File: src/rtl/otpw_pkg.sv
package otpw_pkg;
    localparam int DATA_W = 31;
    localparam int WORD_W = DATA_W + 1;

    typedef enum logic [1:0] {
        S_IDLE = 2'd0,
        S_PROG = 2'd1,
        S_DONE = 2'd2,
        S_ERR  = 2'd3
    } seq_state_t;
endpackage

File: src/rtl/otpw_shadow.sv
module otpw_shadow #(
    parameter int W = 31
) (
    input  logic         clk,
    input  logic         por_n,
    input  logic         we,
    input  logic [W-1:0] wdata,
    output logic [W-1:0] q
);
    always_ff @(posedge clk or negedge por_n) begin
        if (!por_n) begin
            q <= '1;
        end else if (we) begin
            q <= wdata;
        end
    end
endmodule

File: src/rtl/otpw_store.sv
module otpw_store #(
    parameter int W = 31
) (
    input  logic         clk,
    input  logic         por_n,
    input  logic         load,
    input  logic [W-1:0] din,
    output logic         unwritten,
    output logic [W-1:0] q
);
    always_ff @(posedge clk or negedge por_n) begin
        if (!por_n) begin
            q         <= '1;
            unwritten <= 1'b1;
        end else if (load) begin
            q         <= din;
            unwritten <= 1'b0;
        end
    end
endmodule

File: src/rtl/otpw_seq.sv
module otpw_seq
    import otpw_pkg::*;
(
    input  logic       clk,
    input  logic       rst_n,
    input  logic       req,
    input  logic       unwritten,
    output logic       load,
    output logic       wr_open,
    output logic       done,
    output logic       err,
    output seq_state_t state
);
    seq_state_t nxt;

    always_ff @(posedge clk or negedge rst_n) begin
        if (!rst_n) begin
            state <= S_IDLE;
        end else begin
            state <= nxt;
        end
    end

    always_comb begin
        nxt = state;
        unique case (state)
            S_IDLE: begin
                if (req) begin
                    nxt = unwritten ? S_PROG : S_ERR;
                end
            end
            S_PROG: nxt = S_DONE;
            S_DONE: nxt = req ? S_ERR : S_IDLE;
            S_ERR:  nxt = req ? S_ERR : S_IDLE;
        endcase
    end

    always_comb begin
        load    = 1'b0;
        wr_open = 1'b0;
        done    = 1'b0;
        err     = 1'b0;
        unique case (state)
            S_IDLE: wr_open = 1'b1;
            S_PROG: load    = 1'b1;
            S_DONE: done    = 1'b1;
            S_ERR:  err     = 1'b1;
        endcase
    end
endmodule

File: src/rtl/otp_user_word.sv
module otp_user_word
    import otpw_pkg::*;
(
    input  logic              clk,
    input  logic              por_n,
    input  logic              sys_rst_n,
    input  logic              bus_sel,
    input  logic              bus_wr,
    input  logic [WORD_W-1:0] bus_wdata,
    output logic [WORD_W-1:0] bus_rdata,
    input  logic              commit_req,
    output logic              commit_done,
    output logic              commit_err
);
    logic              seq_rst_n;
    logic              load;
    logic              wr_open;
    logic              unwritten;
    logic              shadow_we;
    logic [DATA_W-1:0] shadow_q;
    logic [DATA_W-1:0] store_q;
    seq_state_t        state;

    assign seq_rst_n = por_n & sys_rst_n;
    assign shadow_we = bus_sel & bus_wr & wr_open & unwritten;

    otpw_seq u_seq (
        .clk       (clk),
        .rst_n     (seq_rst_n),
        .req       (commit_req),
        .unwritten (unwritten),
        .load      (load),
        .wr_open   (wr_open),
        .done      (commit_done),
        .err       (commit_err),
        .state     (state)
    );

    otpw_shadow #(.W(DATA_W)) u_shadow (
        .clk   (clk),
        .por_n (por_n),
        .we    (shadow_we),
        .wdata (bus_wdata[DATA_W-1:0]),
        .q     (shadow_q)
    );

    otpw_store #(.W(DATA_W)) u_store (
        .clk       (clk),
        .por_n     (por_n),
        .load      (load),
        .din       (shadow_q),
        .unwritten (unwritten),
        .q         (store_q)
    );

    assign bus_rdata = {unwritten, (unwritten ? shadow_q : store_q)};
endmodule

File: config.mk
export PLATFORM = sky130hd
export DESIGN_NAME = otp_user_word
export DESIGN_NICKNAME = d
export VERILOG_FILES = /design/src/rtl/otpw_pkg.sv /design/src/rtl/otpw_shadow.sv /design/src/rtl/otpw_store.sv /design/src/rtl/otpw_seq.sv /design/src/rtl/otp_user_word.sv
export SDC_FILE = /design/constraint.sdc
export NUM_CORES = 1
export LEC_CHECK = 0
export ABC_AREA = 0
export BUFFER_PORTS_ARGS = -buffer_cell sky130_fd_sc_hd__buf_2
export CAP_MARGIN = 20
export CORE_MARGIN = 3
export CORE_UTILIZATION = 55
export DETAILED_ROUTE_END_ITERATION = 6
export PLACE_DENSITY = 0.87
export SYNTH_ARGS = -nofsm -noshare
export SYNTH_HDL_FRONTEND = slang
export SYNTH_SLANG_ARGS = --single-unit
export TNS_END_PERCENT = 50
File: constraint.sdc
create_clock -name clk -period 2.7 [get_ports clk]
set_clock_uncertainty 0.15 [all_clocks]
set_input_delay 0.135 -clock clk [delete_from_list [all_inputs] [get_ports clk]]
set_output_delay 0.135 -clock clk [all_outputs]
set_load 0.01 [all_outputs]
### Word level (Yosys, flattened, before mapping)

Index checks and enable logic that the tools add are counted.

| storage, ports and cells | value |
|---|---|
| register bits | 65 |
| latch bits | 0 |
| RAM bits | 0 |
| memory bits (read-only) | 0 |
| bits of input ports | 38 |
| output and inout bits | 34 |
| word-level logic and storage cells | 23 |
| memories kept | 0 |

| cells by class | value |
|---|---|
| add/subtract/negate cells | 0 |
| multipliers | 0 |
| div/mod/pow operators | 0 |
| order comparisons | 0 |
| eq/ne operators | 4 |
| shifts and indexed selects | 0 |
| muxes and demuxes | 9 |
| bitwise gates (word level) | 4 |
| reduce and logical (&&, ||, !) cells | 2 |

Operator list:

| kind | count |
|---|---|
| two-way mux 31 bit | 1 |
| two-way mux 2 bit | 3 |
| case mux 2 bit (3 select lines) | 1 |
| AND 1 bit | 4 |
| == test 2 bit, second input constant | 2 |
| two-way mux 1 bit | 4 |
| == test 2 x 1 -> 1 bit, second input constant | 1 |
| zero test 2 bit | 1 |
| != test 2 bit, second input constant | 1 |
| OR reduction 2 bit | 1 |

### Logic depth before layout (Yosys ltp)

Gate-level depths: netlist of the first run.

| depth | value |
|---|---|
| word-level depth | 4 |
| depth in mapped cells | 5 |

### Cells and area by module

From an unflattened synthesis of the first run, not the netlist that was laid out.

| second synthesis, totals | value |
|---|---|
| cells, all modules | 180 |
| area, all modules | 3220.6 um^2 |

By module, submodules not included:

| module | times used | cells an instance | area each (um^2) |
|---|---|---|---|
| otpw_store | 1 | 68 | 1376.3 |
| otpw_shadow | 1 | 65 | 1197.4 |
| otp_user_word | 1 | 38 | 551.8 |
| otpw_seq | 1 | 9 | 95.1 |

### Worst setup path before layout of the first run

Ideal clock, no wire load.

| timing path | value |
|---|---|
| kind | register -> register |
| start | register u_store.unwritten |
| end | register u_shadow.q[0] |
| setup time | 0.082 ns |
| arrival time | 1.442 ns |
| required time | 2.468 ns |
| setup slack | 1.026 ns |
| cell stages (with the launch flop) | 6 |
| buffers on the path | 2 |
| period minus slack after synthesis | 1.674 ns |
| cell sequence | dfstp_2 -> buf_4 -> nand2b_4 -> nor3_4 -> buf_6 -> mux2_2 |

| between the ends | value |
|---|---|
| longest elaborated chain between the ends | 1 |

RTL lines:

| what | RTL line | text |
|---|---|---|
| start, declared | otpw_store.sv:8 | `output logic unwritten,` |
| start signal, assigned | otpw_store.sv:14 | `unwritten <= 1'b1;` |
| start signal, assigned | otpw_store.sv:17 | `unwritten <= 1'b0;` |
| AND 1 bit | otp_user_word.sv:25 | `assign shadow_we = bus_sel & bus_wr & wr_open & unwritten;` |
| end signal, assigned | otpw_shadow.sv:14 | `q <= wdata;` |
| end, declared | otpw_shadow.sv:8 | `output logic [W-1:0] q` |

Every way passes these cells.
A chain may end at the register's enable or synchronous reset.

### Worst setup path in the final report of the first run

| timing path | value |
|---|---|
| start | register u_store.unwritten |
| end | output bus_rdata[2] |

| between the ends | value |
|---|---|
| longest elaborated chain between the ends | 1 |

RTL lines:

| what | RTL line | text |
|---|---|---|
| two-way mux 31 bit | otp_user_word.sv:56 | `assign bus_rdata = {unwritten, (unwritten ? shadow_q : store_q)};` |
| end, declared | otp_user_word.sv:10 | `output logic [WORD_W-1:0] bus_rdata,` |

Every way passes these cells.

==> impl_results.md, run 1 <==
- Run status: complete, no violations
- Total power: 0.00215 W
- Switching part of the total: 22.8%
- Initial core utilization: 59.1%
- Setup-failing EPs final: 0
- # diodes: 0
- Die area: 6230 um2
- Multi-input gate area: 1130 um2
- Die width: 78.9 um
- Simple-gate share of the synthesized area: 2.44%
- Drt via density: 5.11
- CTS root buf: clkbuf_8
- P_int: 0.00166 W
- Global-route wire length before repair: 9780 um
- Final Hold Viols: 0
- Largest family of logic cells by synthesized area: multiplexers
- Ports: 72
- Worst setup startpoint: u_store.unwritten$_DFFE_PN1N_
- Post-Synth XOR/XNOR Area: 0%
- Layout cells sized above 1: 84.2%
- Worst slew pin tran: 0.595 ns
- Total number of vias: 1,828
- Sequential Area: 1710 um2
- Area growth syn-to-layout: 31.1%
- Proportion of synthesized area in mux cells: 35.8%
- Net Switching: 0.000491 W
- Sequential power share: 52.7%
- CTS Buffer Depth: 2
- Drt drc: 0
- Num rows: 25
- Total Neg Setup Slack: 0 ns
- CP peak stage delay: 0.80 ns
- Cells after Synth: 180
- Max-cap check violation count: 0
- NumNets Final: 325
- DRT antenna net count: 0
- Min-delay worst type: input port to asynchronous set/reset pin
- Clock Pin Slew Worst Setup and Hold Paths: 0.06 ns
- I/O Buffers: 70
- Gate power share: 14.6%
- Reg-to-Reg Start: u_store.unwritten$_DFFE_PN1N_
- Worst Path Arrival: 2.02 ns
- Required @ worst endpoint: 2.41 ns
- Most frequent cells in the layout: mux2_2 (93), buf_2 (70), dfstp_2 (63), dlygate4sd3_1 (33), clkbuf_8 (11)
- Clock Sinks: 65
- Max-slew violations: 0
- Core Box Area: 4940 um2
- Power Dens Cells: 562 nW/um2
- Antenna violations before repair: 0
- Crit-path slowest cell: dfstp_2
- Hold buffers post-CTS: 33
- Post-route minimum period: 2.30 ns
- Synth Warn #: 0
- Syn_area_per_cell: 16.2 um2
- Largest cells by area after synthesis: dfstp_2 (57%), mux2_2 (36%), dfrtp_1 (1.7%), buf_4 (1.3%), buf_6 (1.2%)
- RSZ-0062 raised after global routing: false
- Drt pass-1 iters: 4
- Grt total ovfl: 0
- Register area share after synthesis: 58.3%
- Most common cell after layout, fill and taps aside: mux2_2
- Pleak: 1.75 nW
- Global Route Usage Sum: 21.1%
- Final period utilization: 85.2%
- Seq cells post-synth: 65
- DR iter-0 viols: 73
- Post-CTS setup buffer count: 0
- Critical path type: flop to output port
- Post-Route WL: 5840 um
- CP max FO: 19
- Hpwl dp: 3600 um
- Fill count: 330
- Syn nets: 218
- Die Height: 78.9 um
- Clock group share of total power: 32.7%
- Vias in the first global route: 2,062
- Largest net degree at the start of global routing: 39
- Worst-Skew Late Latency: 0.33 ns
- H-tree Lvls: 3
- CP cell instances: buf_4, mux2_2, buf_2
- CTS tree: yes
- Startpoint Class: flop
- Synth unique cells: 12
- WL/cell: 16.3 um
- Post_cts resized: 0
- Achievable Freq: 0.435 GHz
- Yosys top cell by area: dfstp_2
- Placer Congestion: 0.716
- Mapped Area: 2920 um2
- Maximum VDD drop: 0.000392 V
- CTS Buf Count: 9
- Compound-gate portion of the synthesized area: 0.257%
- Relative slew slack: 60.4%
- CP endpoint kind: output port
- Adder-cell share of the synthesized area: 0%
- Yosys top cell area share: 56.6%
==> power groups by stage <==
stage	clock, W	combinational [W]	sequential [W]
6_report	0.000705	0.000315	0.00114
5_1_grt	0.000767	0.000343	0.00115
4_1_cts	0.000731	0.000316	0.00114
3_3_place_gp	0	0.000272	0.00114
3_5_place_dp	0	0.000278	0.00115
2_1_floorplan	0	0.000166	0.00113
==> per-stage QoR <==
step	hold WS [ns]	cells	instance area [um2]	utilization (%)	worst slack (ns)
finish	0.00797	358	3830	77.5	0.400
global route	0.0602	358	3830	77.5	0.318
CTS	0.0222	358	3830	77.5	0.377
detailed placement	-0.105	310	3340	67.5	0.697
global placement	-0.114	310	3340	67.5	0.721
floorplan	-0.209	180	2920	-	1.03
==> cell type report <==
| class | instances | area share [%] |
|---|---|---|
| Clock buffer | 15 | 4.34 |
| Multi-Input combinational cell | 103 | 29.6 |
| Sequential cell | 65 | 44.5 |
| Tap cell | 67 | 2.19 |
| Timing Repair Buffer | 108 | 19.4 |
==> cell usage after synthesis <==
library cell	number
buf_4	5
and2_1	2
buf_6	3
nand2b_4	1
buf_2	4
mux2_2	93
nor3_4	1
dfrtp_1	2
nor2b_1	4
a21o_1	1
nand2_1	1
dfstp_2	63
==> registers in the layout, indices dropped and copies added, names as in the netlist <==
name               flops
u_store.q             31
u_seq.state            2
u_shadow.q            31
u_store.unwritten      1
==> cells by family after synthesis <==
| logic type | Yosys count |
|---|---|
| compound gates | 1 |
| buf+inv | 12 |
| flops | 65 |
| mux | 93 |
| simple gates | 9 |
==> routing by layer <==
metal	part of all wire [%]	vias up	GRT usage, %
met4	2.2	0	10.7
met3	4.7	12	4.88
met2	54	49	37.8
li1	-	845	-
met5	0	-	0
met1	39	922	23.3
==> critical path: cells and delay by family, from the launching register on <==
| family | cells | cell delay, ns |
|---|---|---|
| flip-flops | 1 | 0.80 |
| buffers and inverters | 2 | 0.51 |
| multiplexers | 1 | 0.37 |
==> final timing paths <==
kind | slack, ns | end | depth (start not counted)
worst max-delay path | 0.40 | bus_rdata[2] | 3
worst min-delay path | 0.008 | u_shadow.q[7]$_DFFE_PN1P_ | 1
worst max register to register | 0.69 | u_shadow.q[18]$_DFFE_PN1P_ | 4
worst min register to register | 0.47 | u_store.q[14]$_DFFE_PN1N_ | 1
max in group asynchronous | 2.08 | u_shadow.q[5]$_DFFE_PN1P_ | 2
min in group clk | 0.33 | u_shadow.q[27]$_DFFE_PN1P_ | 5
(Power assumes the default switching activity.)
==> run 2: changes to the inputs <==
Settings changed: ABC_AREA 0 to 1, PLACE_DENSITY 0.87 to 0.86.
==> impl_results.md, run 2 <==
- Syn_area_per_cell: 8.64 um2 (was 16.2 um2)
- Synth cell count leaders: nand2_1 (128), dfstp_2 (63), o21ai_0 (59) (was mux2_2 (93), dfstp_2 (63), buf_4 (5))
- Reg-to-Reg Start: u_store.unwritten$_DFFE_PN1N_ (unchanged)
- Final Hold Viols: 0 (unchanged)
- Clock Pin Slew Worst Setup and Hold Paths: 0.06 ns (about the same)
- CP Buf/Inv Count: 2 (unchanged)
- Antenna violations before repair: 0 (unchanged)
- CP cell instances: inv_2, o21ai_0, buf_2 (was buf_4, mux2_2, buf_2)
- Pleak: 1.71 nW (was 1.75 nW)
- Multi-input gate area: 1040 um2 (was 1130 um2)
- Cells after Synth: 357 (was 180)
- Top Registers: u_shadow.q (31), u_store.q (31), u_seq.state (2) (unchanged)
- Synth Warn #: 0 (unchanged)
- Fill count: 406 (was 330)
- Total number of vias: 2,696 (was 1,828)
- Vias in the first global route: 2,568 (was 2,062)
- Hpwl dp: 4330 um (was 3600 um)
- Drt via density: 5.16 (was 5.11)
- Die width: 80.9 um (was 78.9 um)
- Grt total ovfl: 0 (unchanged)
- Largest cells by area after synthesis: dfstp_2 (54%), nand2_1 (16%), o21ai_0 (9.6%), nand4_1 (6.3%), inv_1 (4.5%) (was dfstp_2 (57%), mux2_2 (36%), dfrtp_1 (1.7%), buf_4 (1.3%), buf_6 (1.2%))
- Largest net degree at the start of global routing: 63 (was 39)
- CP max FO: 62 (was 19)
- Startpoint Class: flop (unchanged)
- Total power: 0.00186 W (was 0.00215 W)
- CTS Buf Count: 9 (unchanged)
- Most frequent cells in the layout: nand2_1 (128), buf_2 (70), dfstp_2 (63), o21ai_0 (59), inv_1 (37) (was mux2_2 (93), buf_2 (70), dfstp_2 (63), dlygate4sd3_1 (33), clkbuf_8 (11))
- WL/cell: 14.1 um (was 16.3 um)
- Yosys top cell by area: dfstp_2 (unchanged)
- Layout cells sized above 1: 33.8% (was 84.2%)
- Worst-Skew Late Latency: 0.33 ns (about the same)
- Relative slew slack: 40.1% (was 60.4%)
- Power Dens Cells: 481 nW/um2 (was 562 nW/um2)
- Delay-heaviest family, CP: buffers and inverters (was flip-flops)
- Global Route Usage Sum: 24.2% (was 21.1%)
- Min-delay worst type: input port to asynchronous set/reset pin (unchanged)
- Yosys top cell area share: 53.7% (was 56.6%)
- Crit-path slowest cell: inv_2 (was dfstp_2)
- Achievable Freq: 0.470 GHz (was 0.435 GHz)
- EDFF count, synth: 0 (unchanged)
- Die area: 6540 um2 (was 6230 um2)
- Main synth FF type: dfstp_2 (unchanged)
- DRT antenna net count: 0 (unchanged)
- Maximum VDD drop: 0.000408 V (was 0.000392 V)
- FF-to-FF path depth: 4 (unchanged)
- CTS tree: yes (unchanged)
- DR iter-0 viols: 195 (was 73)
- Critical path type: flop to output port (unchanged)
- Num rows: 26 (was 25)
- Worst slew pin tran: 0.897 ns (was 0.595 ns)
- Global-route wire length before repair: 12,000 um (was 9780 um)
- Most common cell after layout, fill and taps aside: nand2_1 (was mux2_2)
- Run status: complete, no violations (unchanged)
- I/O Buffers: 70 (unchanged)
- Worst Path Arrival: 1.84 ns (was 2.02 ns)
- H-tree Lvls: 3 (unchanged)
- Post-Route WL: 7390 um (was 5840 um)
- # diodes: 0 (unchanged)
- Drt pass-1 iters: 4 (unchanged)
- R2R setup slack: 0.88 ns (was 0.69 ns)
- Drt drc: 0 (unchanged)
- Stages on worst setup path: 3 (unchanged)
- Clock Sinks: 65 (unchanged)
- Required @ worst endpoint: 2.41 ns (about the same)
- Initial core utilization: 58.5% (was 59.1%)
- Area growth syn-to-layout: 25.6% (was 31.1%)
- R2R Path End: u_shadow.q[30]$_DFFE_PN1P_ (was u_shadow.q[18]$_DFFE_PN1P_)
- Total Neg Setup Slack: 0 ns (unchanged)
- CP endpoint kind: output port (unchanged)
- Max-cap check violation count: 0 (unchanged)
- Syn nets: 395 (was 218)
- Top-count cell post-synth: nand2_1 (was mux2_2)
- Post-route minimum period: 2.13 ns (was 2.30 ns)
- NumNets Final: 487 (was 325)
- Synth unique cells: 16 (was 12)
- Fraction of registers with async set/reset: 100% (unchanged)
- Sequential Area: 1710 um2 (unchanged)
- Worst setup startpoint: u_store.unwritten$_DFFE_PN1N_ (unchanged)
- Die Height: 80.9 um (was 78.9 um)
- Seq cells post-synth: 65 (unchanged)
- Core Box Area: 5270 um2 (was 4940 um2)
- RSZ-0062 raised after global routing: false (unchanged)
- Register area share after synthesis: 55.3% (was 58.3%)
- Mapped Area: 3080 um2 (was 2920 um2)
- Crit path to: bus_rdata[22] (was bus_rdata[2])
- Setup-failing EPs final: 0 (unchanged)
- CP peak stage delay: 0.65 ns (was 0.80 ns)
- Final period utilization: 78.9% (was 85.2%)
- Max-slew violations: 0 (unchanged)
- CTS Buffer Depth: 2 (unchanged)
- Placer Congestion: 0.763 (was 0.716)
- Ports: 72 (unchanged)
- CTS root buf: clkbuf_8 (unchanged)
## run 2: changes by cell type after synthesis, moves of 2 or more
cell      change
and2_1        -2
buf_2         +6
buf_6         +5
clkbuf_2      +2
inv_1        +37
mux2_2       -93
nand2_1     +127
nand4_1      +31
nor2_1        +3
nor2b_1       -4
o21ai_0      +59
o21ai_1       +4
## run 2: worst register-to-register path, delay by kind of cell, from the launching register on
kind	cells	cell delay (ns)
flip-flops	1	0.53
AND/OR/NAND/NOR	3	0.71
buffers and inverters	1	0.35
## run 2: repair_timing
action	4_1_cts	5_1_grt
hold buffers	33	0
setup buffers	0	0
endpoints found under the hold margin	35	0
gates resized for setup	0	0
## run 2: logic make-up after synthesis
family	count (synthesis)	share of synthesized area [%]
AND/OR/NAND/NOR	165	23.5
flip-flops	65	55.3
buffers and inverters	64	11.0
AO/OA/AOI/OAI	63	10.2
## run 2: per-stage QoR
step	hold WS (ns)	utilization, %	cell area (um2)	std cells	setup slack, ns
2_1_floorplan	-0.237	-	3080	357	1.26
3_3_place_gp	-0.132	63.9	3370	475	0.971
3_5_place_dp	-0.136	63.9	3370	475	0.946
4_1_cts	0.0319	73.5	3870	522	0.569
5_1_grt	0.0941	73.5	3870	522	0.450
6_report	0.0788	73.5	3870	522	0.570
## run 2: layout make-up
type	instances	share of cell area [%]
Clock buffer	14	4.46
Multi-Input combinational cell	228	26.9
Timing Repair Buffer	107	18.7
Tap cell	70	2.26
Sequential cell	65	44.0
Inverter	38	3.68
## run 2: layer usage
layer	part of all wire (%)	track usage [%]
met4	2.1	11.3
met5	0	0
met3	5.6	5.21
met1	42	30.3
met2	50	40.1
## run 2: worst min-delay path by stage
stage | to | slack [ns]
finish | u_seq.state[1]$_DFFE_PN0P_ | 0.08
global route | u_seq.state[1]$_DFFE_PN0P_ | 0.09
CTS | u_seq.state[1]$_DFFE_PN0P_ | 0.03
detailed placement | u_seq.state[1]$_DFFE_PN0P_ | -0.14
global placement | u_seq.state[1]$_DFFE_PN0P_ | -0.13
floorplan | u_seq.state[0]$_DFFE_PN0P_ | -0.24
## run 2: where the power goes
group          internal, W  total [W]  switching, W
Combinational    0.0000613   0.000137     0.0000755
Clock             0.000400   0.000742      0.000342
Sequential        0.000981   0.000985    0.00000373
Total              0.00144    0.00186      0.000421
